File: src/rtl/simd_rearrange_pkg.sv
`timescale 1ns/1ps
package simd_rearrange_pkg;

    localparam int unsigned VEC_W = 64;

    typedef enum logic [3:0] {
        OP_NARROW_S32 = 4'd0,
        OP_NARROW_S16 = 4'd1,
        OP_NARROW_U16 = 4'd2,
        OP_WEAVE_LO8  = 4'd3,
        OP_WEAVE_LO16 = 4'd4,
        OP_WEAVE_LO32 = 4'd5,
        OP_WEAVE_HI8  = 4'd6,
        OP_WEAVE_HI16 = 4'd7,
        OP_WEAVE_HI32 = 4'd8,
        OP_PERMUTE    = 4'd9
    } rearr_op_e;

    localparam int unsigned NUM_NARROW = 3;
    localparam int unsigned NUM_WEAVE  = 3;

endpackage

File: src/rtl/narrow_pack.sv
`timescale 1ns/1ps
module narrow_pack #(
    parameter int unsigned DATA_W = 64,
    parameter int unsigned IN_W   = 32,
    parameter bit          UNS    = 1'b0
) (
    input  logic [DATA_W-1:0] dst_i,
    input  logic [DATA_W-1:0] src_i,
    output logic [DATA_W-1:0] res_o
);
    localparam int unsigned OUT_W = IN_W / 2;
    localparam int unsigned N     = DATA_W / IN_W;

    localparam logic signed [IN_W-1:0] S_HI =
        $signed({{(IN_W-OUT_W+1){1'b0}}, {(OUT_W-1){1'b1}}});
    localparam logic signed [IN_W-1:0] S_LO =
        $signed({{(IN_W-OUT_W+1){1'b1}}, {(OUT_W-1){1'b0}}});
    localparam logic signed [IN_W-1:0] U_HI =
        $signed({{(IN_W-OUT_W){1'b0}}, {OUT_W{1'b1}}});

    function automatic logic [OUT_W-1:0] clamp(input logic signed [IN_W-1:0] x);
        logic [OUT_W-1:0] r;
        if (UNS) begin
            if (x < 0)         r = '0;
            else if (x > U_HI) r = '1;
            else               r = x[OUT_W-1:0];
        end else begin
            if (x > S_HI)      r = {1'b0, {(OUT_W-1){1'b1}}};
            else if (x < S_LO) r = {1'b1, {(OUT_W-1){1'b0}}};
            else               r = x[OUT_W-1:0];
        end
        return r;
    endfunction

    for (genvar k = 0; k < N; k++) begin : g_lane
        logic signed [IN_W-1:0] a_s;
        logic signed [IN_W-1:0] b_s;
        assign a_s = dst_i[k*IN_W +: IN_W];
        assign b_s = src_i[k*IN_W +: IN_W];
        assign res_o[k*OUT_W +: OUT_W]     = clamp(a_s);
        assign res_o[(k+N)*OUT_W +: OUT_W] = clamp(b_s);
    end

endmodule

File: src/rtl/lane_weave.sv
`timescale 1ns/1ps
module lane_weave #(
    parameter int unsigned DATA_W = 64,
    parameter int unsigned ELEM_W = 8
) (
    input  logic [DATA_W-1:0] dst_i,
    input  logic [DATA_W-1:0] src_i,
    input  logic              hi_i,
    output logic [DATA_W-1:0] res_o
);
    localparam int unsigned N = DATA_W / ELEM_W;
    localparam int unsigned H = N / 2;

    for (genvar k = 0; k < H; k++) begin : g_pair
        logic [ELEM_W-1:0] d_lo, d_hi, s_lo, s_hi;
        assign d_lo = dst_i[k*ELEM_W +: ELEM_W];
        assign d_hi = dst_i[(k+H)*ELEM_W +: ELEM_W];
        assign s_lo = src_i[k*ELEM_W +: ELEM_W];
        assign s_hi = src_i[(k+H)*ELEM_W +: ELEM_W];
        assign res_o[(2*k)*ELEM_W +: ELEM_W]   = hi_i ? d_hi : d_lo;
        assign res_o[(2*k+1)*ELEM_W +: ELEM_W] = hi_i ? s_hi : s_lo;
    end

endmodule

File: src/rtl/byte_permute.sv
`timescale 1ns/1ps
module byte_permute #(
    parameter int unsigned DATA_W = 64
) (
    input  logic [DATA_W-1:0] dst_i,
    input  logic [DATA_W-1:0] ctl_i,
    output logic [DATA_W-1:0] res_o
);
    localparam int unsigned NB    = DATA_W / 8;
    localparam int unsigned IDX_W = $clog2(NB);

    logic [7:0] dbyte [NB];

    for (genvar j = 0; j < NB; j++) begin : g_split
        assign dbyte[j] = dst_i[j*8 +: 8];
    end

    for (genvar i = 0; i < NB; i++) begin : g_out
        logic [7:0]       ctl;
        logic [IDX_W-1:0] idx;
        assign ctl = ctl_i[i*8 +: 8];
        assign idx = ctl[IDX_W-1:0];
        assign res_o[i*8 +: 8] = ctl[7] ? 8'h00 : dbyte[idx];
    end

endmodule

File: src/rtl/simd_rearrange_unit.sv
`timescale 1ns/1ps
module simd_rearrange_unit
    import simd_rearrange_pkg::*;
#(
    parameter int unsigned DATA_W = VEC_W
) (
    input  logic              clk,
    input  logic              rst_n,
    input  logic [3:0]        op_i,
    input  logic [DATA_W-1:0] dst_i,
    input  logic [DATA_W-1:0] src_i,
    output logic [DATA_W-1:0] res_o
);
    typedef struct packed {
        logic [DATA_W-1:0] res;
    } unit_state_t;

    unit_state_t st_d, st_q;

    logic [DATA_W-1:0] narrow_res [NUM_NARROW];
    logic [DATA_W-1:0] weave_res  [NUM_WEAVE];
    logic [DATA_W-1:0] perm_res;
    logic              weave_hi;

    assign weave_hi = (op_i == OP_WEAVE_HI8) || (op_i == OP_WEAVE_HI16) ||
                      (op_i == OP_WEAVE_HI32);

    for (genvar p = 0; p < NUM_NARROW; p++) begin : g_narrow
        narrow_pack #(
            .DATA_W (DATA_W),
            .IN_W   ((p == 0) ? 32 : 16),
            .UNS    (p == 2)
        ) u_narrow (
            .dst_i (dst_i),
            .src_i (src_i),
            .res_o (narrow_res[p])
        );
    end

    for (genvar w = 0; w < NUM_WEAVE; w++) begin : g_weave
        lane_weave #(
            .DATA_W (DATA_W),
            .ELEM_W (8 << w)
        ) u_weave (
            .dst_i (dst_i),
            .src_i (src_i),
            .hi_i  (weave_hi),
            .res_o (weave_res[w])
        );
    end

    byte_permute #(
        .DATA_W (DATA_W)
    ) u_perm (
        .dst_i (dst_i),
        .ctl_i (src_i),
        .res_o (perm_res)
    );

    always_comb begin
        st_d = st_q;
        case (op_i)
            OP_NARROW_S32: st_d.res = narrow_res[0];
            OP_NARROW_S16: st_d.res = narrow_res[1];
            OP_NARROW_U16: st_d.res = narrow_res[2];
            OP_WEAVE_LO8,
            OP_WEAVE_HI8:  st_d.res = weave_res[0];
            OP_WEAVE_LO16,
            OP_WEAVE_HI16: st_d.res = weave_res[1];
            OP_WEAVE_LO32,
            OP_WEAVE_HI32: st_d.res = weave_res[2];
            OP_PERMUTE:    st_d.res = perm_res;
            default:       st_d.res = '0;
        endcase
    end

    always_ff @(posedge clk or negedge rst_n) begin
        if (!rst_n) st_q <= '0;
        else        st_q <= st_d;
    end

    assign res_o = st_q.res;

    // Clamp of the lowest signed doubleword lane
    assert_narrow_s32_clamp_R2: assert property (@(posedge clk) disable iff (!rst_n)
        (op_i == OP_NARROW_S32 && $signed(dst_i[31:0]) > 32'sd32767)
        |=> res_o[15:0] == 16'h7FFF);

    // Clamp of the lowest signed word lane at the low end
    assert_narrow_s16_floor_R3: assert property (@(posedge clk) disable iff (!rst_n)
        (op_i == OP_NARROW_S16 && $signed(dst_i[15:0]) < -16'sd128)
        |=> res_o[7:0] == 8'h80);

    // Negative input to the unsigned narrowing gives zero
    assert_narrow_u16_neg_R4: assert property (@(posedge clk) disable iff (!rst_n)
        (op_i == OP_NARROW_U16 && dst_i[15])
        |=> res_o[7:0] == 8'h00);

    // Zero source makes the low byte interleave a zero extension
    assert_weave_zext_R5: assert property (@(posedge clk) disable iff (!rst_n)
        (op_i == OP_WEAVE_LO8 && src_i == '0)
        |=> res_o[15:0] == {8'h00, $past(dst_i[7:0])});

    // Upper doubleword interleave keeps the upper destination element lowest
    assert_weave_hi32_R6: assert property (@(posedge clk) disable iff (!rst_n)
        (op_i == OP_WEAVE_HI32)
        |=> res_o[31:0] == $past(dst_i[63:32]) && res_o[63:32] == $past(src_i[63:32]));

    // Permute selection of lane 0 from destination byte 3
    assert_permute_pick_R7: assert property (@(posedge clk) disable iff (!rst_n)
        (op_i == OP_PERMUTE && src_i[7:0] == 8'h03)
        |=> res_o[7:0] == $past(dst_i[31:24]));

    // Permute lane cleared by bit 7 of its control byte
    assert_permute_clear_R8: assert property (@(posedge clk) disable iff (!rst_n)
        (op_i == OP_PERMUTE && src_i[7])
        |=> res_o[7:0] == 8'h00);

    // Unassigned opcodes give zero
    assert_spare_op_zero_R9: assert property (@(posedge clk) disable iff (!rst_n)
        (op_i > 4'd9)
        |=> res_o == '0);

endmodule

File: config.mk
export PLATFORM = sky130hd
export DESIGN_NAME = simd_rearrange_unit
export DESIGN_NICKNAME = d
export VERILOG_FILES = /design/src/rtl/simd_rearrange_pkg.sv /design/src/rtl/narrow_pack.sv /design/src/rtl/lane_weave.sv /design/src/rtl/byte_permute.sv /design/src/rtl/simd_rearrange_unit.sv
export SDC_FILE = /design/constraint.sdc
export NUM_CORES = 1
export LEC_CHECK = 0
export BUFFER_PORTS_ARGS = -buffer_cell sky130_fd_sc_hd__buf_2
export CAP_MARGIN = 5
export CORE_MARGIN = 4
export CORE_UTILIZATION = 50
export DETAILED_ROUTE_END_ITERATION = 7
export GPL_TIMING_DRIVEN = 1
export PLACE_DENSITY = 0.74
export RECOVER_POWER = 50
export REMOVE_ABC_BUFFERS = 1
export SYNTH_ARGS = -nofsm -noshare
export SYNTH_HDL_FRONTEND = slang
export SYNTH_HIERARCHICAL = 1
export SYNTH_SLANG_ARGS = --single-unit
File: constraint.sdc
create_clock -name clk -period 0.8 [get_ports clk]
set_clock_uncertainty 0.15 [all_clocks]
set_input_delay 0.08 -clock clk [delete_from_list [all_inputs] [get_ports clk]]
set_output_delay 0.08 -clock clk [all_outputs]
set_load 0.02 [all_outputs]
==> insert_results.sql <==
INSERT INTO impl_metrics (metric_group, metric, value, unit) VALUES
('status', 'run_status', 'complete, but fails checks', ''),
('status', 'violations', 'DRC, setup timing', ''),
('global_routing', 'grt_antenna_before_repair', '2', ''),
('cts', 'clockBufferDepth', '2', ''),
('cts', 'tritoncts', 'built', ''),
('detailed_routing', 'post-route-drc-count', '21', ''),
('synthesis', 'ys_warn_count', '6', ''),
('power', 'power.leakage', '10.7', 'nW'),
('synthesis', 'synth_top_cell_area_share', '16.6', '%'),
('detailed_routing', 'average_wire_per_standard_cell', '34.2', 'µm'),
('detailed_routing', 'route.vias.total', '19900', ''),
('synthesis', 'synth.avg_cell_area', '10.4', 'µm²'),
('detailed_routing', 'via_per_inst', '7.61', ''),
('setup_path', 'timing.critical_path.mode_cell', 'sky130_fd_sc_hd__buf_12', ''),
('placement', 'dp.final_hpwl', '60400', 'µm'),
('layout', 'max_reg_flops', '64', ''),
('setup_path', 'end_kind', 'register', ''),
('timing', 'hold_ws', '0.0757', 'ns'),
('synthesis', 'sequential_element_share_of_the_synthesized_area', '9.71', '%'),
('placement', 'final_estimated_routing_congestion_in_global_placement', '1.06', ''),
('setup_path', 'worst_ep_required_time', '0.89', 'ns'),
('floorplan', 'die_x', '190', 'µm'),
('layout', 'multiInputGateArea', '14200', 'µm²'),
('global_routing', 'track_usage', '46.4', '%'),
('floorplan', 'start_util', '50.7', '%'),
('timing', 'worst_slew_margin_rel', '46.6', '%'),
('cts', 'cts-buffers-inserted', '9', ''),
('timing', 'worstMarginPinSlew', '0.801', 'ns'),
('synthesis', 'netlist_top_cells_area', 'sky130_fd_sc_hd__mux4_1 17%, sky130_fd_sc_hd__mux2_4 16%, sky130_fd_sc_hd__dfrtp_1 9.7%', ''),
('timing', 'period_minus_slack', '1.98', 'ns'),
('synthesis', 'netlist_top_cells_count', '184 x sky130_fd_sc_hd__nor2_1, 180 x sky130_fd_sc_hd__mux2_4, 160 x sky130_fd_sc_hd__mux2i_1, 104 x sky130_fd_sc_hd__mux4_1, 71 x sky130_fd_sc_hd__nand3_1', ''),
('global_routing', 'grt_overflow', '0', ''),
('power', 'power.density_cell_area', '967', 'nW/µm²'),
('timing', 'final-max-slew-violation-count', '0', ''),
('detailed_routing', 'dr.pass1.iters', '8', ''),
('timing', 'setup-violations-final', '128', ''),
('global_routing', 'global_route_wire_length_before_repair', '125000', 'µm'),
('timing', 'grt_setup_unrepaired', 'true', ''),
('setup_path', 'criticalPathCategory', 'in -> reg', ''),
('placement', 'post_dp_cell_area', '20500', 'µm²'),
('layout', 'final_core_density', '73.2', '%'),
('layout', 'final_net_count', '2308', ''),
('timing', 'timing.fmax', '506', 'MHz'),
('setup_path', 'cp_bufs_invs', '5', ''),
('floorplan', 'io_pins', '198', ''),
('floorplan', 'floorplan.die.height', '190', 'µm'),
('synthesis', 'dominantRegCellSynth', 'sky130_fd_sc_hd__dfrtp_1', ''),
('detailed_routing', 'initialDrtViolationCount', '3401', ''),
('layout', 'nFillCells', '2245', ''),
('run', 'cap_violations', '0', ''),
('setup_path', 'path_max_fanout', '6', ''),
('layout', 'sequential_cell_area', '1600', 'µm²'),
('detailed_routing', 'ant_nets', '0', ''),
('floorplan', 'dieArea', '35900', 'µm²'),
('cts', 'clock_sink_count', '64', ''),
('placement', 'dpl.cell_count', '2478', ''),
('synthesis', 'number_of_distinct_standard_cells_referenced_by_the_synthesized_netlist', '54', ''),
('synthesis', 'synth_area_leader_cell', 'sky130_fd_sc_hd__mux4_1', ''),
('layout', 'area.growth.synth_to_final', '44.4', '%'),
('setup_path', 'critPathMaxStageDelay', '0.35', 'ns'),
('timing', 'finalWorstSetupSlack', '-1.18', 'ns'),
('detailed_routing', 'routed_wirelength', '89500', 'µm'),
('setup_path', 'cell_type_of_the_slowest_stage_on_the_worst_timing_path', 'sky130_fd_sc_hd__mux2_2', ''),
('synthesis', 'yosys_register_bits', '64', ''),
('timing', 'finalHoldViolCount', '0', ''),
('placement', 'pre_cts_slack', '-1.81', 'ns'),
('worst_hold_path', 'min_path_type', 'in -> reg', ''),
('setup_path', 'crit_family', 'buffers and inverters', ''),
('layout', 'layout.cells.non_filler', '2620', ''),
('synthesis', 'synth_enable_flop_cells', '0', ''),
('timing', 'final_worst_path_period_share', '247', '%');
[what timing repair did]
action | in CTS | in global routing
hold endpoints to repair | 64 | 0
resized for setup | 385 | 122
setup buffers | 72 | 50
hold buffers | 1 | 0
endpoints found under the setup margin | 128 | 128
gates cloned | 11 | 1
pin swaps | 77 | 72
[layout by cell type, fill, tap and decap left out, types with 40 or more instances in the layout]
master,synthesis,routed
sky130_fd_sc_hd__mux2i_1,160,146
sky130_fd_sc_hd__a21o_1,41,40
sky130_fd_sc_hd__nand3_1,71,67
sky130_fd_sc_hd__buf_4,11,439
sky130_fd_sc_hd__a31oi_1,63,63
sky130_fd_sc_hd__mux2_4,180,190
sky130_fd_sc_hd__dfrtp_1,64,63
sky130_fd_sc_hd__mux4_1,104,99
sky130_fd_sc_hd__buf_12,22,63
sky130_fd_sc_hd__nor2_1,184,180
sky130_fd_sc_hd__a2bb2oi_1,51,49
sky130_fd_sc_hd__buf_6,24,122
sky130_fd_sc_hd__buf_2,65,102
sky130_fd_sc_hd__a22oi_1,70,60
[report_power, final]
part           internal, mW  total [mW]  leakage [nW]  switching [mW]
clock network          2.15        3.98         0.126            1.83
logic                  7.41        15.2          9.79            7.74
registers              3.63        3.88         0.820           0.244
total                  13.2        23.0          10.7            9.81
[layer usage]
metal | part of all wire (%) | track usage (%)
met3 | 14 | 15.5
met5 | 0.026 | 0
met2 | 41 | 69.2
met1 | 33 | 55.0
met4 | 11 | 36.4
[worst paths after layout]
check                          from                  end  slack (ns)  cells past startpoint
max                         op_i[2]  res_o[47]$_DFF_PN0_       -1.18                     12
min                        src_i[5]  res_o[21]$_DFF_PN0_        0.08                      4
max in group asynchronous     rst_n  res_o[29]$_DFF_PN0_        0.06                      3
min in group asynchronous     rst_n  res_o[56]$_DFF_PN0_        0.12                      3
[area by class of cell]
class,count,share of cell area (%)
Tap cell,442,2.32
Antenna cell,1,0.0105
Sequential cell,64,6.73
Multi-Input combinational cell,1331,59.8
Clock inverter,1,0.0210
Timing Repair Buffer,768,30.1
Clock buffer,13,1.05
[logic make-up (layout without fill, tap and decap cells)]
family / Yosys count / count (layout) / share of synthesized area [%]
multiplexers: 506 / 506 / 48.5
AO/OA/AOI/OAI: 439 / 439 / 20.5
AND/OR/NAND/NOR: 385 / 385 / 12.4
buffers and inverters: 196 / 782 / 8.82
flip-flops: 64 / 64 / 9.71
XOR/XNOR: 1 / 1 / 0.0531
other: 0 / 1 / 0
No activity file was read; power rests on OpenSTA's default activity.
